===== src/rtl/alarm_pkg.sv =====
package alarm_pkg;
  typedef enum logic {WATCH_TRIP = 1'b0, WATCH_RELEASE = 1'b1} watch_e;

  localparam int QUEUE_MAX = 6;
  localparam int QCNT_W    = 3;

  function automatic logic [QCNT_W-1:0] queue_depth(input logic [1:0] code);
    case (code)
      2'd0:    return QCNT_W'(1);
      2'd1:    return QCNT_W'(2);
      2'd2:    return QCNT_W'(4);
      default: return QCNT_W'(6);
    endcase
  endfunction
endpackage


===== src/rtl/limit_compare.sv =====
module limit_compare #(
  parameter int TEMP_W = 11,
  parameter int LIM_W  = 9
) (
  input  logic [TEMP_W-1:0] temp,
  input  logic [LIM_W-1:0]  lim_trip,
  input  logic [LIM_W-1:0]  lim_release,
  output logic              above_trip,
  output logic              below_release
);
  logic [LIM_W-1:0] coarse;

  always_comb begin
    coarse        = temp[TEMP_W-1 -: LIM_W];
    above_trip    = $signed(coarse) > $signed(lim_trip);
    below_release = $signed(coarse) < $signed(lim_release);
  end
endmodule


===== src/rtl/fault_filter.sv =====
module fault_filter
  import alarm_pkg::*;
(
  input  logic       clk,
  input  logic       rst_n,
  input  logic       clear,
  input  logic       eval,
  input  logic       cond,
  input  logic [1:0] code,
  output logic       fire
);
  logic [QCNT_W-1:0] cnt_q;
  logic [QCNT_W:0]   next_cnt;
  logic [QCNT_W-1:0] need;

  always_comb begin
    need     = queue_depth(code);
    next_cnt = {1'b0, cnt_q} + 1'b1;
    fire     = eval && cond && (next_cnt >= {1'b0, need});
  end

  always_ff @(posedge clk) begin
    if (!rst_n)                cnt_q <= '0;
    else if (clear)            cnt_q <= '0;
    else if (eval) begin
      if (cond && !fire)       cnt_q <= next_cnt[QCNT_W-1:0];
      else                     cnt_q <= '0;
    end
  end

  // the run length never reaches the largest queue depth
  a_r8_count_below_max: assert property (@(posedge clk) disable iff (!rst_n)
    cnt_q < QCNT_W'(QUEUE_MAX));

  // a non-qualifying evaluation restarts the run
  a_r8_miss_restarts: assert property (@(posedge clk) disable iff (!rst_n)
    (eval && !cond && !clear) |=> (cnt_q == '0));
endmodule


===== src/rtl/overtemp_alarm.sv =====
module overtemp_alarm
  import alarm_pkg::*;
#(
  parameter int TEMP_W = 11,
  parameter int LIM_W  = 9
) (
  input  logic              clk,
  input  logic              rst_n,
  input  logic              sample_valid,
  input  logic [TEMP_W-1:0] sample_temp,
  input  logic [LIM_W-1:0]  limit_trip,
  input  logic [LIM_W-1:0]  limit_release,
  input  logic              cfg_event_mode,
  input  logic              cfg_active_high,
  input  logic [1:0]        cfg_queue,
  input  logic              reg_read,
  input  logic              shutdown,
  output logic              alarm_pin
);
  logic   mode_q, sd_q, alarm_q;
  watch_e watch_q;
  logic   above_trip, below_release;
  logic   mode_chg, sd_rise, evt_clear, eval, cond, fire;

  limit_compare #(.TEMP_W(TEMP_W), .LIM_W(LIM_W)) u_cmp (
    .temp          (sample_temp),
    .lim_trip      (limit_trip),
    .lim_release   (limit_release),
    .above_trip    (above_trip),
    .below_release (below_release)
  );

  always_comb begin
    mode_chg  = cfg_event_mode != mode_q;
    sd_rise   = shutdown && !sd_q;
    evt_clear = cfg_event_mode && !mode_chg && alarm_q && (reg_read || sd_rise);
    eval      = sample_valid && !shutdown && !mode_chg && !evt_clear
                && !(cfg_event_mode && alarm_q);
    if (cfg_event_mode) cond = (watch_q == WATCH_RELEASE) ? below_release : above_trip;
    else                cond = alarm_q ? below_release : above_trip;
  end

  fault_filter u_filt (
    .clk   (clk),
    .rst_n (rst_n),
    .clear (mode_chg || evt_clear),
    .eval  (eval),
    .cond  (cond),
    .code  (cfg_queue),
    .fire  (fire)
  );

  always_ff @(posedge clk) begin
    if (!rst_n) begin
      mode_q  <= 1'b0;
      sd_q    <= 1'b0;
      alarm_q <= 1'b0;
      watch_q <= WATCH_TRIP;
    end else begin
      mode_q <= cfg_event_mode;
      sd_q   <= shutdown;
      if (mode_chg) begin
        alarm_q <= 1'b0;
        watch_q <= WATCH_TRIP;
      end else if (evt_clear) begin
        alarm_q <= 1'b0;
        watch_q <= (watch_q == WATCH_TRIP) ? WATCH_RELEASE : WATCH_TRIP;
      end else if (fire) begin
        alarm_q <= cfg_event_mode ? 1'b1 : !alarm_q;
      end
    end
  end

  assign alarm_pin = cfg_active_high ? alarm_q : !alarm_q;

  // no activation without an evaluated sample
  a_r2_no_rise_without_sample: assert property (@(posedge clk) disable iff (!rst_n)
    (!alarm_q && !(sample_valid && !shutdown)) |=> !alarm_q);

  // thermostat style only moves on evaluated samples
  a_r4_thermostat_holds: assert property (@(posedge clk) disable iff (!rst_n)
    (!cfg_event_mode && !mode_q && !(sample_valid && !shutdown)) |=> $stable(alarm_q));

  // a read clears a latched event
  a_r5_read_clears: assert property (@(posedge clk) disable iff (!rst_n)
    (cfg_event_mode && mode_q && alarm_q && reg_read) |=> !alarm_q);

  // entering shutdown clears a latched event
  a_r7_shutdown_clears: assert property (@(posedge clk) disable iff (!rst_n)
    (cfg_event_mode && mode_q && alarm_q && shutdown && !sd_q) |=> !alarm_q);

  // a style change leaves the alarm inactive
  a_r10_mode_change_clears: assert property (@(posedge clk) disable iff (!rst_n)
    (cfg_event_mode != mode_q) |=> !alarm_q);
endmodule


===== config.mk =====
export PLATFORM = sky130hd
export DESIGN_NAME = overtemp_alarm
export DESIGN_NICKNAME = d
export VERILOG_FILES = /design/src/rtl/alarm_pkg.sv /design/src/rtl/limit_compare.sv /design/src/rtl/fault_filter.sv /design/src/rtl/overtemp_alarm.sv
export SDC_FILE = /design/constraint.sdc
export NUM_CORES = 1
export LEC_CHECK = 0
export BUFFER_PORTS_ARGS = -buffer_cell sky130_fd_sc_hd__buf_4
export CAP_MARGIN = 0
export CORE_MARGIN = 10
export CORE_UTILIZATION = 50
export DETAILED_ROUTE_END_ITERATION = 16
export HOLD_SLACK_MARGIN = 0.05
export PLACE_DENSITY = 0.94
export SKIP_LAST_GASP = 1
export SYNTH_ARGS = -nofsm -noshare
export SYNTH_HDL_FRONTEND = slang
export SYNTH_SLANG_ARGS = --single-unit

===== constraint.sdc =====
create_clock -name clk -period 4.05 [get_ports clk]
set_input_delay 0.81 -clock clk [delete_from_list [all_inputs] [get_ports clk]]
set_output_delay 0.81 -clock clk [all_outputs]
set_load 0.01 [all_outputs]

# Word-level counts from Yosys, hierarchy flattened
# Index checks and enable logic that the tools add are counted.
[op_classes]
n_addsub = 1
magnitude_cmp = 3
eq_ne = 3
muxes = 8
n_bitwise = 1
n_reduce_logical = 25
[ops]
columns = ["op", "n"]
rows = [
  ["logical AND 1 bit", 12],
  ["> comparator 9 bit", 1],
  ["less-than comparator 9 bit", 1],
  ["case mux 3 bit (3 select lines)", 1],
  ["zero test 1 bit", 7],
  ["two-way mux 1 bit", 6],
  ["adder 3 x 1 -> 4 bit, second input constant", 1],
  ["greater-or-equal comparator 4 x 3 -> 1 bit", 1],
  ["OR reduction 2 bit", 2],
  ["two-way mux 3 bit", 1],
  ["OR reduction 3 bit", 1],
  ["equality test 2 x 1 -> 1 bit, second input constant", 1],
  ["equality test 2 bit, second input constant", 1],
  ["zero test 2 bit", 1],
  ["logical OR 1 bit", 2],
  ["inequality test 1 bit", 1],
  ["NOT 1 bit", 1],
]
[word_totals]
reg_bits = 7
output_inout_bits = 1

# Logic depth before layout (Yosys ltp)
# Gate-level depths: netlist (run 1).
[depth]
ltp_word = 13
depth_mapped = 8

# Hierarchy
# From an unflattened synthesis (run 1), not the netlist that was laid out.
[hier_totals]
hier_cells = 111
hier_area_um2 = 927.1
[by_module_without_submodules]
columns = ["module", "n_inst", "cells_per_inst", "area_per_inst_um2"]
rows = [
  ["limit_compare", 1, 61, 441.7],
  ["fault_filter", 1, 28, 246.5],
  ["overtemp_alarm", 1, 22, 239.0],
]

# Least setup slack after synthesis (run 1)
# OpenSTA, ideal clock, no wires.
[synth_path]
kind = "input -> register"
start = "in limit_release[5]"
end = "reg u_filt.cnt_q[1]"
setup_ps = 117
arrival_time_ps = 2141
setup_slack_ps = 1792
stages = 7
cell_sequence = "inv_1 > ha_1 > nand4_1 > or3_1 > o2111ai_2 > o22ai_2 > a32o_1"
[synth_between]
elab_chain_cells = 8
word_cells_on_any_way = 9
classes_between = "order compare (1); mux (4); reduce/logical (4)"
[synth_lines]
columns = ["item", "line", "rtl"]
rows = [
  ["start, declared", "overtemp_alarm.sv:12", "input logic [LIM_W-1:0] limit_release,"],
  ["less-than comparator 9 bit *", "limit_compare.sv:16", "below_release = $signed(coarse) < $signed(lim_release);"],
  ["two-way mux 1 bit (on tied branches)", "overtemp_alarm.sv:40, overtemp_alarm.sv:39", ""],
  ["two-way mux 1 bit *", "overtemp_alarm.sv:39", "if (cfg_event_mode) cond = (watch_q == WATCH_RELEASE) ? below_release : above_trip;"],
  ["logical AND 1 bit (2 in a row)", "fault_filter.sv:19", "fire = eval && cond && (next_cnt >= {1'b0, need});"],
  ["zero test 1 bit", "fault_filter.sv:26", "if (cond && !fire) cnt_q <= next_cnt[QCNT_W-1:0];"],
  ["logical AND 1 bit *", "fault_filter.sv:26", ""],
  ["two-way mux 3 bit *", "fault_filter.sv:26", ""],
  ["end signal, assigned", "fault_filter.sv:26", ""],
  ["end, declared", "fault_filter.sv:12", "logic [QCNT_W-1:0] cnt_q;"],
]
# Every way passes the cells marked *; elsewhere a longest branch is shown, timed or not.
# A chain may end at the register's enable or synchronous reset.

# Worst setup path in the final report (run 1)
[layout_path]
start = "in cfg_event_mode"
end = "reg alarm_q"
[layout_between]
elab_chain_cells = 10
word_cells_on_any_way = 16
classes_between = "eq/ne (1); mux (2); reduce/logical (13)"
[layout_lines]
columns = ["item", "line", "rtl"]
rows = [
  ["start, declared", "overtemp_alarm.sv:13", "input logic cfg_event_mode,"],
  ["inequality test 1 bit", "overtemp_alarm.sv:34", "mode_chg = cfg_event_mode != mode_q;"],
  ["zero test 1 bit", "overtemp_alarm.sv:36, overtemp_alarm.sv:37", ""],
  ["logical AND 1 bit (3 in a row)", "overtemp_alarm.sv:36", "evt_clear = cfg_event_mode && !mode_chg && alarm_q && (reg_read || sd_rise);"],
  ["zero test 1 bit", "overtemp_alarm.sv:37", "eval = sample_valid && !shutdown && !mode_chg && !evt_clear"],
  ["logical AND 1 bit", "overtemp_alarm.sv:37", ""],
  ["logical AND 1 bit", "overtemp_alarm.sv:38", "&& !(cfg_event_mode && alarm_q);"],
  ["logical AND 1 bit (2 in a row)", "fault_filter.sv:19", ""],
  ["end signal, assigned", "overtemp_alarm.sv:69", "alarm_q <= cfg_event_mode ? 1'b1 : !alarm_q;"],
  ["end, declared", "overtemp_alarm.sv:20", "logic mode_q, sd_q, alarm_q;"],
]
# Several ways; a longest one is shown, not always the timed one.

==> reports/metrics.cfg, run 1 <==
[synth]
synth_cells = 107
synth_warnings = 0
synthArstFlopShare = 0
synth.avg_cell_area_sq_um = 8.49
syn_nets = 167
yosys_register_bits = 7
ys_types = 34
synth_edf_count = 0
seq_area_frac_synth = 0.154
synthFlopType = dfxtp_1
synth_area_sq_um = 908

[placed_design]
dp_slack_ns = 1.56
hpwl_um = 2200
portBuffers = 36
globalplace.congestion = 0.760

[clock_tree]
cts_buffers = 3
cts.reportedPaths.clkPinSlew_ns = 0.05
hold_buffers = 0
htree_levels = 1
cts_resized = 0
post_cts_buffers = 0
cts.path.max_buffers = 2
cts_root_buf = clkbuf_4
clk_latency_ns = 0.24
cts_tree = built
clock_sinks = 7

[min_path]
hold_path.class = flip-flop to flip-flop

[routing]
drtPass1Iterations = 4
routed_wl_um = 2420
dr_total_vias = 920
drc = 0
drt-initial-drc-count = 15
post_drt_wl_per_cell_um = 14.1
vias_per_cell = 5.38
antenna_left = 0

[power_and_ir_drop]
switching_share = 0.289
p_comb_frac = 0.410
pwr_density_cell_nw_per_um2 = 180
p_leak_uw = 0.000644
internal_power_uw = 157
pwr-share-clk = 0.268
switchingPower_uw = 64.1
ir_drop_uv = 173
sequentialPowerShare = 0.322

[floorplan]
ios = 39
die_y_um = 62.6
start_util = 0.526
dieArea_sq_um = 3920
coreArea_sq_um = 1730
rows = 15
die_w_um = 62.6

[sta]
tightest_slew_ns = 0.485
tns_ns = 0
skew_ns = 0.000995
slew_headroom = 0.676
drv_slew = 0
setup_viol = 0
clock.fmax_mhz = 440
finalHoldViolations = 0
fin_ws_ns = 1.78
rsz0062_at_grt = false
layout_min_cycle_time_ns = 2.27
post-route-period-util = 0.562

[global_route]
grt_pass1_wl_um = 4090
grt_start_max_net_pins = 8
grt_pass1_vias = 972
grt_remaining_overflow = 0
grt_usage = 0.122
antenna_found_initial = 0

[setup_path]
critPathTopFamily = simple AND/OR/NAND/NOR gates
crit_arrival_ns = 2.39
startpoint_type = primary input
critPathKind = primary input to flip-flop
critPathRequiredTime_ns = 4.17
crit_slowest_cell = nor3b_1
crit_fanout = 7
critPathMaxStageDelay_ns = 0.43
cp-end-kind = flip-flop
worstPathCellList = buf_4 > ha_1 > nor3b_1 > o2111ai_2 > nor4b_1 > nor3_2
critPathBufInv = 1

[layout]
syn_to_final_growth_pct = 35.7
layout.nets = 207
drive_gt1_frac = 0.308
antenna_cells = 0

[status]
outcome = finished clean

[run]
drv.max_cap_violation_count = 0

-- layer usage --
metal  global-route usage  up-vias  part of all wire
met2                0.244       35              0.54
met5                    0        -                 0
li1                     -      464                 -
met4               0.0363        0             0.012
met1                0.119      417              0.39
met3               0.0287        4             0.058
-- power by group through the flow --
stage / registers, uW / logic [uW] / clock network (uW)
6_report: 71.3 / 90.7 / 59.4
2_1_floorplan: 72.2 / 49.7 / 0
3_3_place_gp: 72.5 / 86.0 / 0
3_5_place_dp: 72.7 / 90.9 / 0
4_1_cts: 71.3 / 91.6 / 61.8
5_1_grt: 71.2 / 102 / 66.8
-- worst paths after layout --
check                           slack, ns  cells past startpoint                         start                           end
worst max-delay path                 1.78                      6                cfg_event_mode          alarm_q$_SDFFE_PP0P_
worst min register to register       0.51                      1  u_filt.cnt_q[1]$_SDFFE_PP0P_  u_filt.cnt_q[1]$_SDFFE_PP0P_
worst max register to register       2.13                      7  u_filt.cnt_q[0]$_SDFFE_PP0P_          alarm_q$_SDFFE_PP0P_
worst min-delay path                 0.51                      1  u_filt.cnt_q[1]$_SDFFE_PP0P_  u_filt.cnt_q[1]$_SDFFE_PP0P_
-- synth_stat cells (all sizes together) (3+ instances only) --
master | instances | share of area
nor3b | 3 | 0.025
inv | 20 | 0.083
ha | 22 | 0.30
a21oi | 5 | 0.028
o21ai | 5 | 0.028
nand2 | 9 | 0.037
dfxtp | 7 | 0.15
o211ai | 3 | 0.025
nor2 | 3 | 0.012
-- stage by stage --
step,power [uW],hold WS [ns],instances,cell area (sq um),util
2_1_floorplan,122,0.447,107,908,-
3_3_place_gp,159,0.464,167,1210,0.699
3_5_place_dp,164,0.504,167,1210,0.699
4_1_cts,225,0.514,171,1230,0.714
5_1_grt,240,0.539,171,1230,0.714
6_report,221,0.510,171,1230,0.714
-- placed cells by master (no fill, tap or decap), types with 2 or more instances in the layout --
cell,n
o211ai_1,3
ha_1,22
nor2b_1,2
nand2_1,9
a31oi_1,2
a21oi_1,5
o21ai_0,3
nor3b_1,3
clkbuf_4,3
nor2_1,3
nand4_1,2
and2_1,2
xor2_1,2
buf_4,36
inv_1,20
or3_1,2
o21ai_1,2
dfxtp_1,7
-- flip-flops by register name, summed over array words and instances (netlist names) --
register and count:
u_filt.cnt_q 3, alarm_q 1, mode_q 1, sd_q 1, watch_q 1
-- cell type report --
class	count	area [sq um]
Multi-Input combinational cell	79	689
Fill cell	152	494
Timing Repair Buffer	36	270
Sequential cell	7	140
Inverter	20	75.1
Tap cell	25	31.3
Clock buffer	4	26.3
-- kinds of logic after synthesis --
logic type | Yosys count | share of synthesized area
xor gates and xnor gates | 3 | 0.0289
and+or+nand+nor | 30 | 0.194
muxes | 1 | 0.0110
adders and majority gates | 22 | 0.303
buffers and inverters | 21 | 0.0868
DFF | 7 | 0.154
AOI/OAI and AO/OA | 23 | 0.222
(Power assumes the default switching activity.)
==> run 2: changes to the inputs <==
--- a/config.mk
+++ b/config.mk
@@ -5,13 +5,14 @@
 export SDC_FILE = /design/constraint.sdc
 export NUM_CORES = 1
 export LEC_CHECK = 0
+export ABC_AREA = 1
 export BUFFER_PORTS_ARGS = -buffer_cell sky130_fd_sc_hd__buf_4
 export CAP_MARGIN = 0
 export CORE_MARGIN = 10
-export CORE_UTILIZATION = 50
+export CORE_UTILIZATION = 44
 export DETAILED_ROUTE_END_ITERATION = 16
 export HOLD_SLACK_MARGIN = 0.05
-export PLACE_DENSITY = 0.94
+export PLACE_DENSITY = 0.87
 export SKIP_LAST_GASP = 1
 export SYNTH_ARGS = -nofsm -noshare
 export SYNTH_HDL_FRONTEND = slang
==> constraint.sdc (replaced) <==
create_clock -name clk -period 1.9 [get_ports clk]
set_input_delay 0.38 -clock clk [delete_from_list [all_inputs] [get_ports clk]]
set_output_delay 0.38 -clock clk [all_outputs]
set_load 0.01 [all_outputs]
==> reports/metrics.cfg, run 2 <==
[status]
outcome = finished clean

[sta]
skew_ns = 0.00757
slew_headroom = 0.765
hold_ws_ns = 0.302
layout_min_cycle_time_ns = 1.80
tns_ns = 0
clock.fmax_mhz = 555
post-route-period-util = 0.948
tightest_slew_ns = 0.350
setup_viol = 0
finalHoldViolations = 0
drv_slew = 0

[setup_path]
cp-end-kind = flip-flop
critPathKind = flip-flop to flip-flop
timing.rr.start = u_filt.cnt_q[0]$_SDFFE_PP0P_
crit_fanout = 3
crit_arrival_ns = 2.00
ff2ff_path_depth = 9
critPathRequiredTime_ns = 2.09
startpoint_type = flip-flop
r2r_slack_ns = 0.1
reg2reg_to = u_filt.cnt_q[1]$_SDFFE_PP0P_

[global_route]
grt_pass1_wl_um = 4130
antenna_found_initial = 0
grt_usage = 0.109
grt_remaining_overflow = 0
grt_pass1_vias = 1101
grt_start_max_net_pins = 7

[min_path]
hold_path.class = primary input to flip-flop
holdCritStartpoint = shutdown
whs_path_depth = 3
hold_path_end = sd_q$_SDFF_PN0_

[synth]
yosys-top-cells-area = ha_1 27%, inv_1 15%, nand2_1 15%
synth_common_cells = 42 x inv_1, 41 x nand2_1, 22 x ha_1
synth_warnings = 0
synth_area_sq_um = 1030
synth_top_area_cell = ha_1
synthArstFlopShare = 0
synth.most_common_cell = inv_1
synth.avg_cell_area_sq_um = 6.27
yosys_register_bits = 7
synthFlopType = dfxtp_1
synth_top_area_frac = 0.268
synth_edf_count = 0
synth_cells = 164
ys_types = 23
syn_nets = 224
seq_area_frac_synth = 0.136

[layout]
nFillCells = 215
instances_no_fill = 234
layout_common_cells = 42 x inv_1, 41 x nand2_1, 38 x buf_4
syn_to_final_growth_pct = 34.4
largest_reg_flops = 3
layout.nets = 267
top_register = u_filt.cnt_q
antenna_cells = 0
final_common_cell = inv_1
final_util = 0.625
drive_gt1_frac = 0.272

[power_and_ir_drop]
p_leak_uw = 0.000825
pwr_density_cell_nw_per_um2 = 373
ir_drop_uv = 393
total_power_uw = 515

[clock_tree]
cts_tree = built
cts_buffers = 3
hold_buffers = 0
cts.path.max_buffers = 2
post_cts_buffers = 0
cts_resized = 0
cts.reportedPaths.clkPinSlew_ns = 0.06
clock_sinks = 7
htree_levels = 1
cts_root_buf = clkbuf_4
clk_latency_ns = 0.26

[routing]
vias_per_cell = 4.61
antenna_left = 0
post_drt_wl_per_cell_um = 10.2
drt-initial-drc-count = 10
dr_total_vias = 1079
drtPass1Iterations = 4
drc = 0
routed_wl_um = 2390

[floorplan]
rows = 17
die_y_um = 68.3
die_w_um = 68.3
start_util = 0.465
dieArea_sq_um = 4670
ios = 39
coreArea_sq_um = 2210

[run]
drv.max_cap_violation_count = 0

[placed_design]
globalplace.congestion = 0.748
portBuffers = 36
place_inst = 230
hpwl_um = 2110

run 2: cell count changes in the layout (fill, tap and decap cells not counted), sizes merged, moves of 3 or more:
cell,previous run,this run
a21oi,5,10
inv,20,44
nand2,9,43
nand3,1,11
nand4,2,6
nor2,3,11
nor3b,3,0
run 2: area by class of cell:
class                   count  area (sq um)  area share
clock buffers               3          22.5      0.0163
clock inverters             1          5.00     0.00362
inverters                  45           169       0.122
multi-input cells         112           726       0.525
flip-flops and latches      7           140       0.101
well taps                  28          35.0      0.0253
repair buffers             38           285       0.206
run 2: worst max-delay path by stage:
stage                                             from  slack, ns                      endpoint
after floorplan           u_filt.cnt_q[0]$_SDFFE_PP0P_       0.25  u_filt.cnt_q[2]$_SDFFE_PP0P_
after global placement                  cfg_event_mode       0.05          alarm_q$_SDFFE_PP0P_
after detailed placement                cfg_event_mode      -0.03          alarm_q$_SDFFE_PP0P_
after CTS                 u_filt.cnt_q[0]$_SDFFE_PP0P_       0.09  u_filt.cnt_q[1]$_SDFFE_PP0P_
after global routing      u_filt.cnt_q[0]$_SDFFE_PP0P_      -0.02  u_filt.cnt_q[1]$_SDFFE_PP0P_
final                     u_filt.cnt_q[0]$_SDFFE_PP0P_        0.1  u_filt.cnt_q[1]$_SDFFE_PP0P_
run 2: power breakdown:
group | total (uW) | internal (uW) | switching (uW)
Combinational | 224 | 110 | 114
Clock | 140 | 77.3 | 63.0
Sequential | 151 | 150 | 1.32
Total | 515 | 337 | 178
run 2: metrics by stage:
step | area, sq um | worst slack (ns)
after CTS | 1380 | 0.0945
after detailed placement | 1350 | -0.0329
after floorplan | 1030 | 0.247
final | 1380 | 0.0990
after global placement | 1350 | 0.0503
after global routing | 1380 | -0.0235
run 2: kinds of logic (layout without fill, tap and decap cells):
logic type / after synthesis / count (layout) / synth area share
AOI/OAI and AO/OA: 15 / 15 / 0.0839
xor gates and xnor gates: 2 / 2 / 0.0170
adders and majority gates: 22 / 22 / 0.268
buffers and inverters: 45 / 87 / 0.164
DFF: 7 / 7 / 0.136
and+or+nand+nor: 73 / 73 / 0.331
run 2: critical path, stage by stage, from the launching register on:
cell and delay (ns):
dfxtp_1 0.32, ha_1 0.31, ha_1 0.30, o21ai_1 0.08, inv_1 0.07, o21ai_2 0.13, nand3_1 0.11, nor2_2 0.16
nand4_1 0.13, a21oi_1 0.14
run 2: per-layer routing:
metal  GRT usage  up-vias  share of wire
met1       0.114      462           0.41
met4     0.00503        0              0
met3      0.0424        0          0.061
met2       0.210       18           0.53
li1            -      599              -
met5           0        -              0
==> run 3: changes to the inputs <==
==> constraint.sdc (replaced) <==
create_clock -name clk -period 1.9 [get_ports clk]
set_input_delay 0.19 -clock clk [delete_from_list [all_inputs] [get_ports clk]]
set_output_delay 0.19 -clock clk [all_outputs]
set_load 0.01 [all_outputs]
==> reports/metrics.cfg, run 3 (synthesized netlist as in run 2, its figures left out) <==
[status]
outcome = finished clean

[sta]
drv_slew = 0
hold_ws_ns = 0.121
skew_ns = 0.00160
clock.fmax_mhz = 555
tns_ns = 0
tightest_slew_ns = 0.571
finalHoldViolations = 0
layout_min_cycle_time_ns = 1.80
fin_ws_ns = 0.0984
slew_headroom = 0.616
setup_viol = 0
post-route-period-util = 0.948

[placed_design]
globalplace.congestion = 0.764
dp_slack_ns = 0.0994
place_inst = 228
hpwl_um = 2140
portBuffers = 36

[power_and_ir_drop]
p_leak_uw = 0.000819
sequentialPowerShare = 0.296
ir_drop_uv = 396
internal_power_uw = 339
pwr-share-clk = 0.267
p_comb_frac = 0.436
pwr_density_cell_nw_per_um2 = 373
switching_share = 0.338
switchingPower_uw = 173

[setup_path]
critPathMaxStageDelay_ns = 0.35
timing.rr.start = u_filt.cnt_q[0]$_SDFFE_PP0P_
startpoint_type = flip-flop
reg2reg_to = u_filt.cnt_q[0]$_SDFFE_PP0P_
crit_top_cell = ha_1
worstPathCellList = ha_1 > ha_1 > o21ai_1 > inv_1 > o21ai_2 > nand3_2 > nor2_2 > nand3_1 > a21oi_1
critPathKind = flip-flop to flip-flop
cp-end-kind = flip-flop
critPathRequiredTime_ns = 2.08
crit_fanout = 5
crit_arrival_ns = 1.98
r2r_slack_ns = 0.1
ff2ff_path_depth = 9
crit_slowest_cell = dfxtp_2

[routing]
vias_per_cell = 4.71
antenna_left = 0
routed_wl_um = 2400
dr_total_vias = 1092
drt-initial-drc-count = 50
post_drt_wl_per_cell_um = 10.3
drc = 0
drtPass1Iterations = 4

[layout]
final_common_cell = inv_1
top_register = u_filt.cnt_q
layout.nets = 265
instances_no_fill = 232
syn_to_final_growth_pct = 33.5
final_util = 0.620
nFillCells = 225
largest_reg_flops = 3
layout_common_cells = 42 x inv_1, 41 x nand2_1, 36 x buf_4
drive_gt1_frac = 0.270
antenna_cells = 0

[global_route]
grt_start_max_net_pins = 7
grt_remaining_overflow = 0
grt_usage = 0.107
antenna_found_initial = 0
grt_pass1_wl_um = 4020
grt_pass1_vias = 1046

[floorplan]
coreArea_sq_um = 2210
die_y_um = 68.3
rows = 17
die_w_um = 68.3
start_util = 0.465
ios = 39
dieArea_sq_um = 4670

[clock_tree]
hold_buffers = 0
cts_buffers = 3
cts.path.max_buffers = 2
cts_tree = built
post_cts_buffers = 0
clk_latency_ns = 0.25
cts_root_buf = clkbuf_4
htree_levels = 1
clock_sinks = 7
cts.reportedPaths.clkPinSlew_ns = 0.05
cts_resized = 0

[min_path]
holdCritStartpoint = shutdown
whs_path_depth = 3
hold_path.class = primary input to flip-flop
hold_path_end = sd_q$_SDFF_PN0_

[run]
drv.max_cap_violation_count = 0

-- run 3: worst max-delay path: cells and delay by family (launching register included) --
kind	cells	cell delay [ns]
fa+ha+maj	2	0.61
simple gates	3	0.39
flops	1	0.35
compound gates	3	0.34
buf+inv	1	0.06
-- run 3: metal layers --
metal / vias to the layer above / wire length, um / track usage
met2: 23 / 1270 / 0.199
li1: 597 / - / -
met5: - / 0 / 0
met4: 0 / 0 / 0
met1: 472 / 983 / 0.117
met3: 0 / 149 / 0.0440
-- run 3: stage by stage --
stage	power (uW)	cell area (sq um)
2_1_floorplan	286	1030
3_3_place_gp	368	1330
3_5_place_dp	376	1330
4_1_cts	517	1360
5_1_grt	565	1370
6_report	512	1370
-- run 3: worst max-delay path by stage --
stage	from	to	slack, ns
detailed placement	u_filt.cnt_q[0]$_SDFFE_PP0P_	u_filt.cnt_q[2]$_SDFFE_PP0P_	0.1
global route	u_filt.cnt_q[0]$_SDFFE_PP0P_	u_filt.cnt_q[0]$_SDFFE_PP0P_	-0.04
global placement	u_filt.cnt_q[0]$_SDFFE_PP0P_	u_filt.cnt_q[1]$_SDFFE_PP0P_	0.14
CTS	u_filt.cnt_q[0]$_SDFFE_PP0P_	u_filt.cnt_q[2]$_SDFFE_PP0P_	0.08
floorplan	u_filt.cnt_q[0]$_SDFFE_PP0P_	u_filt.cnt_q[2]$_SDFFE_PP0P_	0.25
finish	u_filt.cnt_q[0]$_SDFFE_PP0P_	u_filt.cnt_q[0]$_SDFFE_PP0P_	0.1
-- run 3: power groups by stage --
stage,sequential (uW),combinational (uW),clock (uW)
2_1_floorplan,154,132,0
3_3_place_gp,155,213,0
3_5_place_dp,155,221,0
4_1_cts,152,222,143
5_1_grt,152,259,154
6_report,152,223,137
-- run 3: cell type report --
class	instances	area (sq um)	area share
Multi-Input combinational cell	112	731	0.532
Timing Repair Buffer	36	270	0.197
Inverter	45	169	0.123
Sequential cell	7	141	0.103
Tap cell	28	35.0	0.0255
Clock buffer	4	26.3	0.0191
